[src/rtl/qtr_pkg.sv]
package qtr_pkg;

    typedef struct packed {
        logic       vld;
        logic       dei;
        logic [2:0] pcp;
    } pcp_map_t;

    localparam int MAP_W = $bits(pcp_map_t);

    typedef enum logic [0:0] {
        ST_IDLE = 1'b0,
        ST_EMIT = 1'b1
    } qtr_state_e;

endpackage

[src/rtl/qtr_cfg_regs.sv]
module qtr_cfg_regs
    import qtr_pkg::*;
#(
    parameter int              N_CLASS   = 8,
    parameter int              N_DP      = 4,
    parameter int              DSCP_W    = 6,
    parameter int              ADDR_W    = 6,
    parameter int              DATA_W    = 7,
    parameter logic            TRUST_RST = 1'b1,
    parameter logic [N_DP-1:0] GROUP_RST = 4'b1110
) (
    input  logic                        clk,
    input  logic                        rst_n,
    input  logic                        cfg_we,
    input  logic [ADDR_W-1:0]           cfg_addr,
    input  logic [DATA_W-1:0]           cfg_wdata,
    output logic [N_CLASS*N_DP*DSCP_W-1:0] dscp_tbl_o,
    output logic                        any_active_o,
    output logic [N_CLASS*MAP_W-1:0]    pcp_map_o,
    output logic [N_CLASS-1:0]          map_vld_o,
    output logic                        trust_o,
    output logic [N_DP-1:0]             group_o
);
    localparam int N_ENT     = N_CLASS * N_DP;
    localparam int MAP_BASE  = N_ENT;
    localparam int CTRL_ADDR = MAP_BASE + N_CLASS;
    localparam int GRP_ADDR  = CTRL_ADDR + 1;

    logic [N_ENT-1:0] ent_active;

    // DSCP entries, one register slice per table index
    for (genvar e = 0; e < N_ENT; e++) begin : g_dscp
        localparam logic [ADDR_W-1:0] A = ADDR_W'(e);
        always_ff @(posedge clk) begin
            if (!rst_n) begin
                dscp_tbl_o[e*DSCP_W +: DSCP_W] <= '0;
                ent_active[e]                  <= 1'b0;
            end else if (cfg_we && cfg_addr == A) begin
                dscp_tbl_o[e*DSCP_W +: DSCP_W] <= cfg_wdata[DSCP_W-1:0];
                ent_active[e]                  <= cfg_wdata[DSCP_W];
            end
        end
    end

    // per-class PCP/DEI mappings
    for (genvar c = 0; c < N_CLASS; c++) begin : g_map
        localparam logic [ADDR_W-1:0] A = ADDR_W'(MAP_BASE + c);
        always_ff @(posedge clk) begin
            if (!rst_n) begin
                pcp_map_o[c*MAP_W +: MAP_W] <= '0;
            end else if (cfg_we && cfg_addr == A) begin
                pcp_map_o[c*MAP_W +: MAP_W] <= cfg_wdata[MAP_W-1:0];
            end
        end
        assign map_vld_o[c] = pcp_map_o[c*MAP_W + MAP_W - 1];
    end

    always_ff @(posedge clk) begin
        if (!rst_n) begin
            trust_o <= TRUST_RST;
            group_o <= GROUP_RST;
        end else if (cfg_we) begin
            if (cfg_addr == ADDR_W'(CTRL_ADDR)) trust_o <= cfg_wdata[0];
            if (cfg_addr == ADDR_W'(GRP_ADDR))  group_o <= cfg_wdata[N_DP-1:0];
        end
    end

    assign any_active_o = |ent_active;

endmodule

[src/rtl/qtr_lookup.sv]
module qtr_lookup
    import qtr_pkg::*;
#(
    parameter int N_CLASS = 8,
    parameter int N_DP    = 4,
    parameter int DSCP_W  = 6,
    parameter int CLS_W   = $clog2(N_CLASS),
    parameter int DP_W    = $clog2(N_DP)
) (
    input  logic [N_CLASS*N_DP*DSCP_W-1:0] dscp_tbl,
    input  logic                        any_active,
    input  logic [N_CLASS*MAP_W-1:0]    pcp_map,
    input  logic                        trust,
    input  logic [N_DP-1:0]             group,
    input  logic [CLS_W-1:0]            in_class,
    input  logic [DP_W-1:0]             in_dp,
    input  logic [DSCP_W-1:0]           in_dscp,
    input  logic [2:0]                  in_pcp,
    input  logic                        in_dei,
    output logic [DSCP_W-1:0]           nxt_dscp,
    output logic [2:0]                  nxt_pcp,
    output logic                        nxt_dei
);
    localparam int N_ENT = N_CLASS * N_DP;
    localparam int IDX_W = $clog2(N_ENT);

    logic [IDX_W-1:0]  idx;
    logic [DSCP_W-1:0] cls_dscp;
    pcp_map_t          m;
    logic              de_bit;

    always_comb begin
        idx      = IDX_W'(in_dp) * IDX_W'(N_CLASS) + IDX_W'(in_class);
        cls_dscp = dscp_tbl[idx*DSCP_W +: DSCP_W];
        nxt_dscp = (trust && any_active) ? cls_dscp : in_dscp;

        m        = pcp_map_t'(pcp_map[in_class*MAP_W +: MAP_W]);
        de_bit   = group[in_dp];
        if (m.vld) begin
            nxt_pcp = m.pcp;
            nxt_dei = m.dei ? de_bit : ~de_bit;
        end else begin
            nxt_pcp = in_pcp;
            nxt_dei = in_dei;
        end
    end

endmodule

[src/rtl/qtr_ctrl.sv]
module qtr_ctrl
    import qtr_pkg::*;
#(
    parameter int DSCP_W = 6
) (
    input  logic              clk,
    input  logic              rst_n,
    input  logic              in_valid,
    input  logic [DSCP_W-1:0] nxt_dscp,
    input  logic [2:0]        nxt_pcp,
    input  logic              nxt_dei,
    output logic              out_valid,
    output logic [DSCP_W-1:0] out_dscp,
    output logic [2:0]        out_pcp,
    output logic              out_dei
);
    qtr_state_e state_q, state_d;

    always_comb begin
        state_d = state_q;
        unique case (state_q)
            ST_IDLE: if (in_valid)  state_d = ST_EMIT;
            ST_EMIT: if (!in_valid) state_d = ST_IDLE;
            default: state_d = ST_IDLE;
        endcase
    end

    always_ff @(posedge clk) begin
        if (!rst_n) state_q <= ST_IDLE;
        else        state_q <= state_d;
    end

    always_ff @(posedge clk) begin
        if (!rst_n) begin
            out_dscp <= '0;
            out_pcp  <= '0;
            out_dei  <= 1'b0;
        end else if (in_valid) begin
            out_dscp <= nxt_dscp;
            out_pcp  <= nxt_pcp;
            out_dei  <= nxt_dei;
        end
    end

    assign out_valid = (state_q == ST_EMIT);

endmodule

[src/rtl/egress_tag_rewriter.sv]
module egress_tag_rewriter
    import qtr_pkg::*;
#(
    parameter int N_CLASS = 8,
    parameter int N_DP    = 4,
    parameter int DSCP_W  = 6,
    parameter int ADDR_W  = 6,
    parameter int DATA_W  = 7,
    parameter int CLS_W   = $clog2(N_CLASS),
    parameter int DP_W    = $clog2(N_DP)
) (
    input  logic              clk,
    input  logic              rst_n,
    input  logic              cfg_we,
    input  logic [ADDR_W-1:0] cfg_addr,
    input  logic [DATA_W-1:0] cfg_wdata,
    input  logic              in_valid,
    input  logic [CLS_W-1:0]  in_class,
    input  logic [DP_W-1:0]   in_dp,
    input  logic [DSCP_W-1:0] in_dscp,
    input  logic [2:0]        in_pcp,
    input  logic              in_dei,
    output logic              out_valid,
    output logic [DSCP_W-1:0] out_dscp,
    output logic [2:0]        out_pcp,
    output logic              out_dei
);
    localparam int N_ENT = N_CLASS * N_DP;

    logic [N_ENT*DSCP_W-1:0]  dscp_tbl;
    logic                     any_active;
    logic [N_CLASS*MAP_W-1:0] pcp_map;
    logic [N_CLASS-1:0]       map_vld;
    logic                     trust;
    logic [N_DP-1:0]          group;
    logic [DSCP_W-1:0]        nxt_dscp;
    logic [2:0]               nxt_pcp;
    logic                     nxt_dei;

    qtr_cfg_regs #(
        .N_CLASS(N_CLASS), .N_DP(N_DP), .DSCP_W(DSCP_W),
        .ADDR_W(ADDR_W), .DATA_W(DATA_W)
    ) u_cfg (
        .clk(clk), .rst_n(rst_n),
        .cfg_we(cfg_we), .cfg_addr(cfg_addr), .cfg_wdata(cfg_wdata),
        .dscp_tbl_o(dscp_tbl), .any_active_o(any_active),
        .pcp_map_o(pcp_map), .map_vld_o(map_vld),
        .trust_o(trust), .group_o(group)
    );

    qtr_lookup #(
        .N_CLASS(N_CLASS), .N_DP(N_DP), .DSCP_W(DSCP_W),
        .CLS_W(CLS_W), .DP_W(DP_W)
    ) u_lkp (
        .dscp_tbl(dscp_tbl), .any_active(any_active), .pcp_map(pcp_map),
        .trust(trust), .group(group),
        .in_class(in_class), .in_dp(in_dp), .in_dscp(in_dscp),
        .in_pcp(in_pcp), .in_dei(in_dei),
        .nxt_dscp(nxt_dscp), .nxt_pcp(nxt_pcp), .nxt_dei(nxt_dei)
    );

    qtr_ctrl #(.DSCP_W(DSCP_W)) u_ctrl (
        .clk(clk), .rst_n(rst_n), .in_valid(in_valid),
        .nxt_dscp(nxt_dscp), .nxt_pcp(nxt_pcp), .nxt_dei(nxt_dei),
        .out_valid(out_valid), .out_dscp(out_dscp),
        .out_pcp(out_pcp), .out_dei(out_dei)
    );

endmodule

[config.mk]
export PLATFORM = sky130hd
export DESIGN_NAME = egress_tag_rewriter
export DESIGN_NICKNAME = d
export VERILOG_FILES = /design/src/rtl/qtr_pkg.sv /design/src/rtl/qtr_cfg_regs.sv /design/src/rtl/qtr_lookup.sv /design/src/rtl/qtr_ctrl.sv /design/src/rtl/egress_tag_rewriter.sv
export SDC_FILE = /design/constraint.sdc
export NUM_CORES = 1
export LEC_CHECK = 0
export BUFFER_PORTS_ARGS = -buffer_cell sky130_fd_sc_hd__buf_2
export CAP_MARGIN = 5
export CELL_PAD_IN_SITES_DETAIL_PLACEMENT = 1
export CELL_PAD_IN_SITES_GLOBAL_PLACEMENT = 1
export CORE_AREA = 2 2 157 159
export CTS_BUF_LIST = sky130_fd_sc_hd__clkbuf_4 sky130_fd_sc_hd__clkbuf_8
export DETAILED_ROUTE_END_ITERATION = 6
export DIE_AREA = 0 0 159 161
export PLACE_DENSITY_LB_ADDON = 0.1
export RECOVER_POWER = 25
export SYNTH_ARGS = -nofsm -noshare
export SYNTH_HDL_FRONTEND = slang
export SYNTH_SLANG_ARGS = --single-unit
[constraint.sdc]
create_clock -name clk -period 4.5 [get_ports clk]
set_input_delay 0.9 -clock clk [delete_from_list [all_inputs] [get_ports clk]]
set_output_delay 0.9 -clock clk [all_outputs]
set_load 0.1 [all_outputs]
**Yosys cells after proc, flatten, opt, wreduce, memory -nomap -nowiden**

Index checks and enable logic that the tools add are counted.

- Eq/ne operators: 41
- Bitwise logic cells: 1
- Reductions and logical operators: 45
- Mux-type cells: 7
- Add/subtract/negate cells: 1
- Order comparisons: 1
- Shift operators: 2
- $mul: 2

Operator list:

| cell | number |
|---|---|
| indexed part select 192 x 9 -> 6 bit | 1 |
| == test 6 x 5 -> 1 bit (second input constant) | 16 |
| == test 6 bit (second input constant) | 10 |
| == test 6 x 4 -> 1 bit (second input constant) | 8 |
| logical AND 1 bit | 41 |
| indexed part select 40 x 7 -> 5 bit | 1 |
| OR reduction 32 bit | 1 |
| == test 6 x 3 -> 1 bit (second input constant) | 4 |
| == test 6 x 2 -> 1 bit (second input constant) | 2 |
| multiplier 5 x 2 -> 7 bit (second input constant) | 1 |
| == test 6 x 1 -> 1 bit (second input constant) | 1 |
| zero test 6 bit | 1 |
| multiplier 3 x 3 -> 6 bit (second input constant) | 1 |
| two-way mux 6 bit | 1 |
| adder 5 x 3 -> 5 bit | 1 |
| two-way mux 1 bit | 4 |
| AND reduction 2 bit | 2 |
| < comparator 2 x 3 -> 1 bit (second input constant) | 1 |
| two-way mux 3 bit | 1 |
| binary-select mux 1 bit (select 2 bit) | 1 |
| NOT 1 bit | 1 |

- Output and inout port bits: 11
- Input bits: 32
- Flip-flop bits (word level): 280

**Longest topological paths before layout**

- Depth in word-level cells: 5
- Gate-level depth with buffers: 9

**Cells and area by module**

Synthesis repeated with hierarchy kept, for this count alone.

- Cell total of the unflattened synthesis: 1,243
- Area, all modules: 12,788.5 µm²

Modules (own cells, without submodules):

| module | area each (µm²) | cells each | times used |
|---|---|---|---|
| qtr_cfg_regs | 10,151.0 | 977 | 1 |
| qtr_lookup | 2,232.1 | 232 | 1 |
| qtr_ctrl | 405.4 | 34 | 1 |

**Worst setup path before layout**

No wires, ideal clock.

- Kind: input-to-reg
- Start point: input in_class[0]
- End point: register u_ctrl.out_dscp[5]
- Cell stages on the path: 8
- Path buffers: 3
- Path slack: 2.097 ns
- Arrival: 2.266 ns
- Path through: buf_6 buf_12 buf_6 mux4_2 a22oi_1 nand3_1 mux2i_1 o22ai_1

- Cells in the longest elaborated chain, start to end: 4

Ends and longest elaborated chain:

| item | RTL line | text |
|---|---|---|
| from (decl) | egress_tag_rewriter.sv:18 | `input logic [CLS_W-1:0] in_class,` |
| adder 5 x 3 -> 5 bit | qtr_lookup.sv:33 | `idx = IDX_W'(in_dp) * IDX_W'(N_CLASS) + IDX_W'(in_class);` |
| multiplier 5 x 2 -> 7 bit | qtr_lookup.sv:34 | `cls_dscp = dscp_tbl[idx*DSCP_W +: DSCP_W];` |
| indexed part select 192 x 9 -> 6 bit | qtr_lookup.sv:34 |  |
| two-way mux 6 bit | qtr_lookup.sv:35 | `nxt_dscp = (trust && any_active) ? cls_dscp : in_dscp;` |
| to (signal assigned) | qtr_ctrl.sv:39 | `out_dscp <= nxt_dscp;` |
| to (decl) | qtr_ctrl.sv:13 | `output logic [DSCP_W-1:0] out_dscp,` |

No other way between the ends.
A chain may end at the register's enable or synchronous reset.

**Final worst setup path**

- Start point: input cfg_addr[5]
- End point: register u_cfg.pcp_map_o[15]

- Cells in the longest elaborated chain, start to end: 2

Ends and longest elaborated chain:

| item | RTL line | text |
|---|---|---|
| from (decl) | egress_tag_rewriter.sv:15 | `input logic [ADDR_W-1:0] cfg_addr,` |
| == test 6 bit | qtr_cfg_regs.sv:51 | `end else if (cfg_we && cfg_addr == A) begin` |
| logical AND 1 bit | qtr_cfg_regs.sv:51 |  |
| to (signal, indexed assignment) | qtr_cfg_regs.sv:52 | `pcp_map_o[c*MAP_W +: MAP_W] <= cfg_wdata[MAP_W-1:0];` |
| to (decl) | qtr_cfg_regs.sv:19 | `output logic [N_CLASS*MAP_W-1:0] pcp_map_o,` |

No other way between the ends.

==> out/qor.txt <==
Placed cell area: 12800 um2
CTS tree: built
CP arrival: 3930 ps
Drt first pass iters: 5
CP endpoint: u_cfg.pcp_map_o[15]$_SDFFE_PN0P_
Buf+Inv Stages, Crit Path: 2
# rows: 57
Crit Path Category: in -> reg
DP HPWL: 25.5 mm
Number of global-route vias before repair: 11400
CP max FO: 26
Setup crit end kind: register
Sequential area share after synthesis: 0.450
Die area: 25600 um2
DR WL/cell: 23.4 um
Clk Latency, worst-skew pair: 560 ps
H-tree depth: 2
Core Footprint: 24000 um2
Cell count after synthesis: 1413
Hold Crit Class: reg -> reg
Clock Sinks: 280
Final setup fails: 0
Die Span Y: 161 um
Post-DRT Antenna Nets: 0
R2R Path End: u_ctrl.out_dscp[4]$_SDFFE_PN0P_
Largest family of logic cells by synthesized area: simple AND/OR/NAND/NOR gates
Setup crit start: cfg_addr[5]
Clock skew: 24.3 ps
Critical path cell sequence: clkbuf_1, nand2_1, nor2_1, clkbuf_1, nand2_1, nand2_1, a21oi_1
# Post-CTS Setup Buffers: 0
Top area cells in the synthesized netlist: dfxtp_1 45%, a21oi_1 9.0%, nand2_1 7.7%, nand3_1 7.5%, mux4_2 6.7%
Compound-Gate Fraction of Synth Area: 0.129
Flop2flop setup slack: 2020 ps
Clock Path Buffers: 3
Synth async-reset ratio: 0
Number of synthesized flops with an enable pin: 0
Total gr overflow: 0
Multiplexer area fraction after synthesis: 0.164
Post-route minimum period: 3530 ps
Num CTS Buffers: 48
Failing checks: capacitance limit, slew limit
Final wirelength: 41.0 mm
Pwr per Cell Area: 388 nW/um2
Crit path largest cell delay: 1640 ps
Status: finished with violations
Stages on the worst setup path: 7
Fin area: 13700 um2
Nets: 1429
Synthesized area: 12500 um2
Layout cells sized above 1: 0.138
Distinct cell type count after synthesis: 48
Most numerous cell in the Yosys netlist: dfxtp_1
Share of the synthesized area in the top cell type: 0.450
Initial cell density of the core: 0.520
CP max-delay cell: nor2_1
Post-synthesis adder-cell area fraction: 0
Syn_nets: 1445
DR vias: 11000
Slew @ Worst Pin: 2220 ps
Initial antenna violation count: 1
Die width: 159 um
Vias per inst: 6.25
Synth area leader: dfxtp_1
WP data required: 4910 ps
Slew Viols, Final: 27
Pleak: 4.56 nW
XOR/XNOR Fraction of Synth Area: 0.000703
Port bufs: 42
Synth warn: 0
Worst-path clk slew: 60 ps
Fin crit share: 0.784
MaxCap Viol Count: 1
Synth Area per Inst: 8.82 um2
Synth Area in Simple Gates: 0.206
Unrepaired setup endpoints after global routing: no
I/O pin count: 43
Peak Freq: 284 MHz
Pin count of the biggest net entering global routing: 122
Hold_buf cts: 0
Residual DRC count: 0
Critical path's top delay family: simple AND/OR/NAND/NOR gates
Core Util, Final: 0.574
Top cell by count, worst path: nand2_1
Synth top cells by count: 280 x dfxtp_1, 257 x nand2_1, 223 x a21oi_1
Final setup TNS: 0 ps
First-pass GRT wire length: 64.6 mm
GP Congestion: 0.826
Peak VDD IR: 0.000389 V
Primary FF master, synth: dfxtp_1
Post-cts sizing count: 0
Final Hold Viols: 0
Worst R2R Start: u_cfg.ent_active[27]$_SDFFE_PN0P_
Initial DRC count: 790
Slew headroom: -0.483
N_diodes: 0
Area growth, synth to finish: 10.3%
R2R depth: 5
Root buf cell: clkbuf_8
CP Launch Type: input port
Synth Register Bits: 280
GR Util All Layers: 0.320
-- per-stage QoR --
stage | std cells | power [mW] | hold slack (ps) | setup WS [ps]
4_1_cts | 1755 | 5.37 | 456 | 1740
5_1_grt | 1755 | 5.51 | 472 | 831
3_5_place_dp | 1671 | 2.94 | 448 | 1200
2_1_floorplan | 1413 | 2.82 | 432 | 2100
6_report | 1755 | 5.34 | 455 | 974
3_3_place_gp | 1671 | 2.94 | 439 | 1270
-- final cells by class --
| cell class | instances | area, um2 |
|---|---|---|
| multi-input cells | 994 | 6240 |
| flip-flops and latches | 280 | 5610 |
| clock inverters | 1 | 5.00 |
| fillers | 2819 | 10200 |
| clock buffers | 83 | 1030 |
| well taps | 324 | 405 |
| inverters | 2 | 15.0 |
| repair buffers | 71 | 443 |
-- layout by cell type (no fill, tap or decap), types with 3 or more instances in the layout --
cell type  netlist  final
nor2b_1         14     14
mux2i_1         56     56
o31a_1           4      4
nand4_1          3      3
mux4_1          23     23
nor2_1          70     70
buf_12           1      4
nand3_1        186    186
clkbuf_1        93     12
o21ai_1          5      5
a31oi_1          4      4
nor3_2           2      4
buf_4            3     17
nand3b_1         6      6
nor4_1           9      9
clkbuf_8         0     65
dfxtp_1        280    280
clkbuf_4         0     18
a22oi_1          3      3
a21oi_1        223    223
nand2_1        257    257
o21ai_0         45     45
nor3_1           6      5
buf_2           27     38
mux4_2          37     37
o22ai_1          5      5
nand2b_1         7      7
-- worst min-delay path by stage --
stage / from / endpoint / slack [ps] / depth (start not counted)
2_1_floorplan: u_cfg.dscp_tbl_o[103]$_SDFFE_PN0P_ / u_cfg.dscp_tbl_o[103]$_SDFFE_PN0P_ / 430 / 2
3_3_place_gp: u_cfg.dscp_tbl_o[12]$_SDFFE_PN0P_ / u_cfg.dscp_tbl_o[12]$_SDFFE_PN0P_ / 440 / 2
3_5_place_dp: u_cfg.pcp_map_o[6]$_SDFFE_PN0P_ / u_cfg.pcp_map_o[6]$_SDFFE_PN0P_ / 450 / 2
4_1_cts: u_cfg.pcp_map_o[6]$_SDFFE_PN0P_ / u_cfg.pcp_map_o[6]$_SDFFE_PN0P_ / 460 / 2
5_1_grt: u_cfg.dscp_tbl_o[20]$_SDFFE_PN0P_ / u_cfg.dscp_tbl_o[20]$_SDFFE_PN0P_ / 470 / 2
6_report: u_cfg.dscp_tbl_o[115]$_SDFFE_PN0P_ / u_cfg.dscp_tbl_o[115]$_SDFFE_PN0P_ / 450 / 2
-- worst reg2reg max path: stages (launching register included) --
cell and delay [ps]:
dfxtp_1 320, nor4_1 640, nand4_1 360, o21ai_0 620
a32oi_1 330, o21ai_1 130
-- metal layers --
| layer | up-vias | track usage | share of wire |
|---|---|---|---|
| li1 | 4977 | - | - |
| met1 | 5507 | 0.436 | 0.43 |
| met2 | 388 | 0.523 | 0.47 |
| met3 | 95 | 0.0537 | 0.072 |
| met4 | 2 | 0.106 | 0.028 |
| met5 | - | 0 | 0.00027 |
-- logic make-up (layout without fill, tap and decap cells) --
logic type	count (synthesis)	after routing
muxes	119	119
DFF	280	280
and+or+nand+nor	571	571
buffers and inverters	139	157
AOI/OAI and AO/OA	303	303
xor gates and xnor gates	1	1
-- power by group --
group | leakage, nW | switching, mW | internal [mW]
Clock | 0.554 | 1.02 | 1.42
Sequential | 2.26 | 0.0108 | 2.50
Combinational | 1.75 | 0.299 | 0.0859
-- flip-flops by register name (all words and copies together) (netlist names) --
name              cells
u_cfg.map_vld_o       8
u_cfg.ent_active     32
u_ctrl.out_dei        1
u_cfg.group_o         4
u_cfg.pcp_map_o      32
u_ctrl.out_dscp       6
u_cfg.dscp_tbl_o    192
u_ctrl.out_valid      1
u_cfg.trust_o         1
u_ctrl.out_pcp        3
Power figures use the tool's default switching activity.
